### src/rtl/fss_pkg.sv
package fss_pkg;

  localparam int CODE_W = 2;

  typedef enum logic [1:0] {
    ST_IDLE  = 2'd0,
    ST_FETCH = 2'd1,
    ST_HOLD  = 2'd2,
    ST_DONE  = 2'd3
  } seqState_t;

  typedef enum logic [CODE_W-1:0] {
    FC_NONE = 2'd0,
    FC_FLIP = 2'd1,
    FC_LOW  = 2'd2,
    FC_HIGH = 2'd3
  } faultCode_t;

  typedef struct packed {
    logic clearCnt;   // restart elapsed count at this edge
    logic loadPkg;    // capture the presented package
    logic fireIn;     // apply the presented package now
    logic fireHeld;   // apply the captured package now
  } ctrlStrobe_t;

endpackage

### src/rtl/fss_ctrl.sv
module fss_ctrl
  import fss_pkg::*;
(
  input  logic        clk,
  input  logic        rstN,
  input  logic        startPulse,
  input  logic        duClkEn,
  input  logic        pkgValid,
  input  logic        pkgLast,
  input  logic        dueIn,
  input  logic        dueHeld,
  output logic        pkgReady,
  output logic        running,
  output logic        done,
  output ctrlStrobe_t strb
);

  seqState_t state, stateNxt;
  logic      lastHeld;

  always_comb begin
    strb     = '0;
    stateNxt = state;
    unique case (state)
      ST_IDLE, ST_DONE: begin
        if (startPulse) begin
          strb.clearCnt = 1'b1;
          stateNxt      = ST_FETCH;
        end
      end
      ST_FETCH: begin
        if (pkgValid) begin
          if (duClkEn && dueIn) begin
            strb.fireIn   = 1'b1;
            strb.clearCnt = 1'b1;
            stateNxt      = pkgLast ? ST_DONE : ST_FETCH;
          end else begin
            strb.loadPkg = 1'b1;
            stateNxt     = ST_HOLD;
          end
        end
      end
      ST_HOLD: begin
        if (duClkEn && dueHeld) begin
          strb.fireHeld = 1'b1;
          strb.clearCnt = 1'b1;
          stateNxt      = lastHeld ? ST_DONE : ST_FETCH;
        end
      end
      default: stateNxt = ST_IDLE;
    endcase
  end

  always_ff @(posedge clk) begin
    if (!rstN) begin
      state    <= ST_IDLE;
      lastHeld <= 1'b0;
    end else begin
      state <= stateNxt;
      if (strb.loadPkg) lastHeld <= pkgLast;
    end
  end

  assign pkgReady = (state == ST_FETCH);
  assign running  = (state == ST_FETCH) || (state == ST_HOLD);
  assign done     = (state == ST_DONE);

  // completion and acceptance never overlap
  assert_ready_excl_done_R8: assert property (@(posedge clk) disable iff (!rstN)
    pkgReady |-> !done);

  // a package taken without firing closes the input
  assert_hold_blocks_R6: assert property (@(posedge clk) disable iff (!rstN)
    (pkgValid && pkgReady && !strb.fireIn) |=> !pkgReady);

  // done only rises right after an injection edge
  assert_done_after_fire_R8: assert property (@(posedge clk) disable iff (!rstN)
    $rose(done) |-> $past(strb.fireIn || strb.fireHeld));

endmodule

### src/rtl/fss_datapath.sv
module fss_datapath
  import fss_pkg::*;
#(
  parameter int NUM_ELEM = 16,
  parameter int OFFSET_W = 24
) (
  input  logic                       clk,
  input  logic                       rstN,
  input  logic                       duClkEn,
  input  ctrlStrobe_t                strb,
  input  logic [OFFSET_W-1:0]        pkgOffset,
  input  logic [CODE_W*NUM_ELEM-1:0] pkgCodes,
  output logic                       dueIn,
  output logic                       dueHeld,
  output logic [NUM_ELEM-1:0]        faultFlip,
  output logic [NUM_ELEM-1:0]        faultForce,
  output logic [NUM_ELEM-1:0]        faultForceVal
);

  localparam int CODES_W = CODE_W * NUM_ELEM;
  localparam logic [OFFSET_W-1:0] CNT_MAX = {OFFSET_W{1'b1}};

  logic [OFFSET_W-1:0] elapsed;
  logic [OFFSET_W-1:0] offHeld;
  logic [CODES_W-1:0]  codesHeld;
  logic                anyFire;

  // Enabled edges since the reference edge; saturates so late packages still fire.
  always_ff @(posedge clk) begin
    if (!rstN) begin
      elapsed <= '0;
    end else if (strb.clearCnt) begin
      elapsed <= '0;
    end else if (duClkEn && (elapsed != CNT_MAX)) begin
      elapsed <= elapsed + 1'b1;
    end
  end

  always_ff @(posedge clk) begin
    if (!rstN) begin
      offHeld   <= '0;
      codesHeld <= '0;
    end else if (strb.loadPkg) begin
      offHeld   <= pkgOffset;
      codesHeld <= pkgCodes;
    end
  end

  assign dueIn   = (elapsed >= pkgOffset);
  assign dueHeld = (elapsed >= offHeld);
  assign anyFire = strb.fireIn || strb.fireHeld;

  for (genvar e = 0; e < NUM_ELEM; e++) begin : g_elem
    faultCode_t selCode;
    assign selCode = faultCode_t'(strb.fireIn ? pkgCodes[CODE_W*e +: CODE_W]
                                              : codesHeld[CODE_W*e +: CODE_W]);
    always_ff @(posedge clk) begin
      if (!rstN) begin
        faultFlip[e]     <= 1'b0;
        faultForce[e]    <= 1'b0;
        faultForceVal[e] <= 1'b0;
      end else begin
        faultFlip[e]     <= anyFire && (selCode == FC_FLIP);
        faultForce[e]    <= anyFire && ((selCode == FC_LOW) || (selCode == FC_HIGH));
        faultForceVal[e] <= anyFire && (selCode == FC_HIGH);
      end
    end
  end

  // fault lines only follow an enabled edge
  assert_fault_gated_R4: assert property (@(posedge clk) disable iff (!rstN)
    ((|faultFlip) || (|faultForce)) |-> $past(duClkEn));

  // disabled edges leave the count untouched
  assert_count_hold_R4: assert property (@(posedge clk) disable iff (!rstN)
    (!$past(duClkEn) && !$past(strb.clearCnt)) |-> $stable(elapsed));

endmodule

### src/rtl/fault_sched_seq.sv
module fault_sched_seq
  import fss_pkg::*;
#(
  parameter int NUM_ELEM = 16,
  parameter int OFFSET_W = 24
) (
  input  logic                       clk,
  input  logic                       rstN,
  input  logic                       startPulse,
  input  logic                       duClkEn,
  input  logic                       pkgValid,
  output logic                       pkgReady,
  input  logic                       pkgLast,
  input  logic [OFFSET_W-1:0]        pkgOffset,
  input  logic [2*NUM_ELEM-1:0]      pkgCodes,
  output logic [NUM_ELEM-1:0]        faultFlip,
  output logic [NUM_ELEM-1:0]        faultForce,
  output logic [NUM_ELEM-1:0]        faultForceVal,
  output logic                       running,
  output logic                       done
);

  ctrlStrobe_t strb;
  logic        dueIn;
  logic        dueHeld;

  fss_ctrl u_ctrl (
    .clk        (clk),
    .rstN       (rstN),
    .startPulse (startPulse),
    .duClkEn    (duClkEn),
    .pkgValid   (pkgValid),
    .pkgLast    (pkgLast),
    .dueIn      (dueIn),
    .dueHeld    (dueHeld),
    .pkgReady   (pkgReady),
    .running    (running),
    .done       (done),
    .strb       (strb)
  );

  fss_datapath #(
    .NUM_ELEM (NUM_ELEM),
    .OFFSET_W (OFFSET_W)
  ) u_dp (
    .clk           (clk),
    .rstN          (rstN),
    .duClkEn       (duClkEn),
    .strb          (strb),
    .pkgOffset     (pkgOffset),
    .pkgCodes      (pkgCodes),
    .dueIn         (dueIn),
    .dueHeld       (dueHeld),
    .faultFlip     (faultFlip),
    .faultForce    (faultForce),
    .faultForceVal (faultForceVal)
  );

endmodule

### config.mk
export PLATFORM = sky130hd
export DESIGN_NAME = fault_sched_seq
export DESIGN_NICKNAME = d
export VERILOG_FILES = /design/src/rtl/fss_pkg.sv /design/src/rtl/fss_ctrl.sv /design/src/rtl/fss_datapath.sv /design/src/rtl/fault_sched_seq.sv
export SDC_FILE = /design/constraint.sdc
export NUM_CORES = 1
export LEC_CHECK = 0
export ABC_CLOCK_PERIOD_IN_PS = 2800
export BUFFER_PORTS_ARGS = -buffer_cell sky130_fd_sc_hd__buf_2
export CAP_MARGIN = 20
export CORE_MARGIN = 4
export CORE_UTILIZATION = 50
export DETAILED_ROUTE_END_ITERATION = 8
export PLACE_DENSITY = 0.73
export SETUP_SLACK_MARGIN = 0.1
export SLEW_MARGIN = 40
export SYNTH_ARGS = -nofsm -noshare
export SYNTH_HDL_FRONTEND = slang
export SYNTH_SLANG_ARGS = --single-unit
### constraint.sdc
create_clock -name clk -period 2.8 [get_ports clk]
set_clock_uncertainty 0.2 [all_clocks]
set_input_delay 0.42 -clock clk [delete_from_list [all_inputs] [get_ports clk]]
set_output_delay 0.42 -clock clk [all_outputs]
set_load 0.005 [all_outputs]
==> impl_results.md <==
- Max Root-Sink Buffers: 2
- Register area share after synthesis: 0.4031
- CP required: a little under 3000 ps
- Kind of end point of the critical path: flip-flop
- Overall Power: just under 6 mW
- First-pass DRT Iterations: 5
- Hold depth: 2
- R2r setup slk: -120 ps
- Vias after detailed routing: between 5000 and 6000
- Final WS setup: -124.8 ps
- Iteration-0 DRC Markers: ~360
- IO Pins: about 110
- Max-cap violations: 0
- Final GP Congestion: between 0.8 and 0.9
- Final setup viols: 59
- Share of layout cells above drive strength 1: 0.3110
- Max-slew violation count: 0
- Antenna violations before repair: 0
- Slew HR: 0.6059
- Final antenna-violating net count: 0
- Commonest non-fill, non-tap cell in the layout: nand2_1
- Die Span Y: 122.1 um
- Crit Path Class: reg2reg
- Area after DPL: 7600 sq um
- EDFF count, synth: 0
- Critical path data arrival time: between 3000 and 4000 ps
- Maximum VDD drop: ~0.00048 V
- Syn_area_per_cell: between 8 and 9 sq um
- Fin Hold WS: ~18 ps
- Core Region: ~13000 sq um
- Primary FF master, synth: dfxtp_1
- CTS H-tree lvls: 4
- Synth Register Bits: between 100 and 150
- Syn Inst Count: around 730
- Worst Hold Path EP: u_dp.faultFlip[11]
- DP HPWL: between 10 and 15 mm
- First-pass GRT wire length: around 25 mm
- Clock Root Buffer: clkbuf_16
- Fmax: 341.9 MHz
- PD cells: roughly 650 nW/um^2
- Clock Sink Count: 131
- Net total in the final layout: around 1000
- Async SR Flop Fraction: 0
- Worst hold path type: in2reg
- Diode count: 0
- Fin crit period: 2925 ps
- Setup TNS: -1421 ps
- Die area: about 15000 sq um
- RSZ-0062 raised after global routing: yes
- Yosys cell types: 47
- Row count: 41
- P&R area growth vs syn: 37.12%
- Initial Utilization: 0.5135
- Cts bufs inserted: 17
- Via density per instance: 5.343
- Die width: 122.1 um
- Status: complete, but fails checks
- Tcrit/Tclk final: 1.045
- Leak: 3.801 nW
- Reg-to-Reg End: u_dp.faultForceVal[3]
- Global Route Usage Sum: 0.2152
- Clk_lat worst skew: 430 ps
- Vias in the first global route: around 5500
- CTS tree: done
- Worst-path clk slew: roughly 60 ps
- Net Count, Synth: between 800 and 900
- Warnings, synthesis: 0
- Drc violations: 0
- Startpoint Class: flip-flop
- GR Overflow Total: 0
- DR WL/cell: between 15 and 20 um
- Count of input and output buffers: 112
- Final Hold Vio Count: 0
- Failing checks: setup timing
- Design Area, Final: 8921 sq um
- R2r worst-path depth: 10
- Hold Path Origin: pkgCodes[23]
- Final WL: 17.44 mm
- Crit Path Max Fanout: 7
- Post-Syn Area: 6506 sq um
- Pin count of the biggest net entering global routing: 44
- Worst flop-to-flop path startpoint: u_dp.elapsed[2]
- Measured slew at the worst slew-check pin: a little under 600 ps
- Most frequent cells in the layout: nand2_1 (143), dfxtp_1 (127), buf_2 (111)
==> critical path, cell delays in order, from the launching register on <==
cell and delay [ps]:
dfxtp_4 360, ha_4 210, a211o_1 250, a31oi_1 180
o221ai_2 130, a311o_2 400, buf_4 160, o2111ai_4 350
nand2_4 170, buf_12 190, o32ai_2 200
==> cells by family (layout without fill, tap and decap cells) <==
| kind of cell | count (synthesis) | after routing | share of synthesized area |
|---|---|---|---|
| buffers and inverters | 106 | 299 | 0.07596 |
| DFF | 131 | 131 | 0.4031 |
| AOI/OAI and AO/OA | 102 | 102 | 0.1256 |
| adders and majority gates | 52 | 52 | 0.1000 |
| xor gates and xnor gates | 21 | 21 | 0.02827 |
| muxes | 58 | 58 | 0.08923 |
| and+or+nand+nor | 263 | 263 | 0.1779 |
==> cell usage after synthesis (12+ instances only) <==
cell / number / area share
inv_1: 72 / 0.042
nand4_1: 12 / 0.012
o22ai_1: 16 / 0.015
o32ai_1: 23 / 0.031
nand3_1: 22 / 0.017
ha_1: 52 / 0.10
a21oi_1: 23 / 0.018
nand2_1: 144 / 0.083
dfxtp_1: 131 / 0.40
nor2_1: 43 / 0.025
xnor2_1: 15 / 0.020
nand2b_1: 17 / 0.016
mux2i_1: 58 / 0.089
clkbuf_1: 21 / 0.012
==> repair_timing <==
action | in CTS | in global routing
endpoints found under the setup margin | 89 | 130
hold buffers | 4 | 0
endpoints found under the hold margin | 4 | 0
setup buffers | 10 | 1
gates cloned | 4 | 4
pin swaps | 7 | 4
resized for setup | 22 | 48
==> cell type report <==
cell class                 count  area, sq um
fill                         924         3750
multi-input combinational    496         3717
sequential                   131         2630
timing repair buffer         195         1456
clock buffer                  22        484.2
inverter                      72        272.8
tap                          172        215.2
clock inverter                10        145.1
==> registers in the layout, indices dropped and copies added, names as in the netlist <==
| register | cells |
|---|---|
| u_dp.codesHeld | 32 |
| u_dp.elapsed | 24 |
| u_dp.offHeld | 24 |
| u_dp.faultFlip | 16 |
| u_dp.faultForceVal | 16 |
| u_dp.faultForce | 16 |
| u_ctrl.state | 2 |
| u_ctrl.lastHeld | 1 |
==> through the flow <==
stage | instances | utilization | setup WS, ps
final | 1098 | 0.7041 | -124.8
after CTS | 1093 | 0.6739 | 5.366
after global placement | 1043 | 0.5998 | -208.6
after detailed placement | 1043 | 0.5998 | -296.7
after global routing | 1098 | 0.7041 | -199.8
after floorplan | 733 | - | 104.1
==> layer usage <==
layer / global-route usage / share of wire / vias to the layer above
li1: - / - / 2892
met2: 0.3684 / 0.49 / 213
met1: 0.2677 / 0.42 / 2715
met3: 0.05246 / 0.061 / 47
met4: 0.06648 / 0.034 / 0
met5: 0 / 0 / -
==> power breakdown <==
part,internal (mW),switching [mW]
sequential,2.00,0.0938
clock,1.50,0.835
combinational,0.668,0.688
total,4.17,1.62
==> worst max path at each step <==
stage	start	end	cells after the start
floorplan	pkgOffset[2]	u_dp.codesHeld[11]	12
global route	u_dp.elapsed[2]	u_dp.faultForceVal[3]	10
CTS	u_dp.elapsed[2]	u_dp.offHeld[19]	12
global placement	pkgOffset[2]	u_dp.offHeld[9]	12
finish	u_dp.elapsed[2]	u_dp.faultForceVal[3]	10
detailed placement	pkgOffset[2]	u_dp.offHeld[1]	12
(Power assumes the default switching activity.)
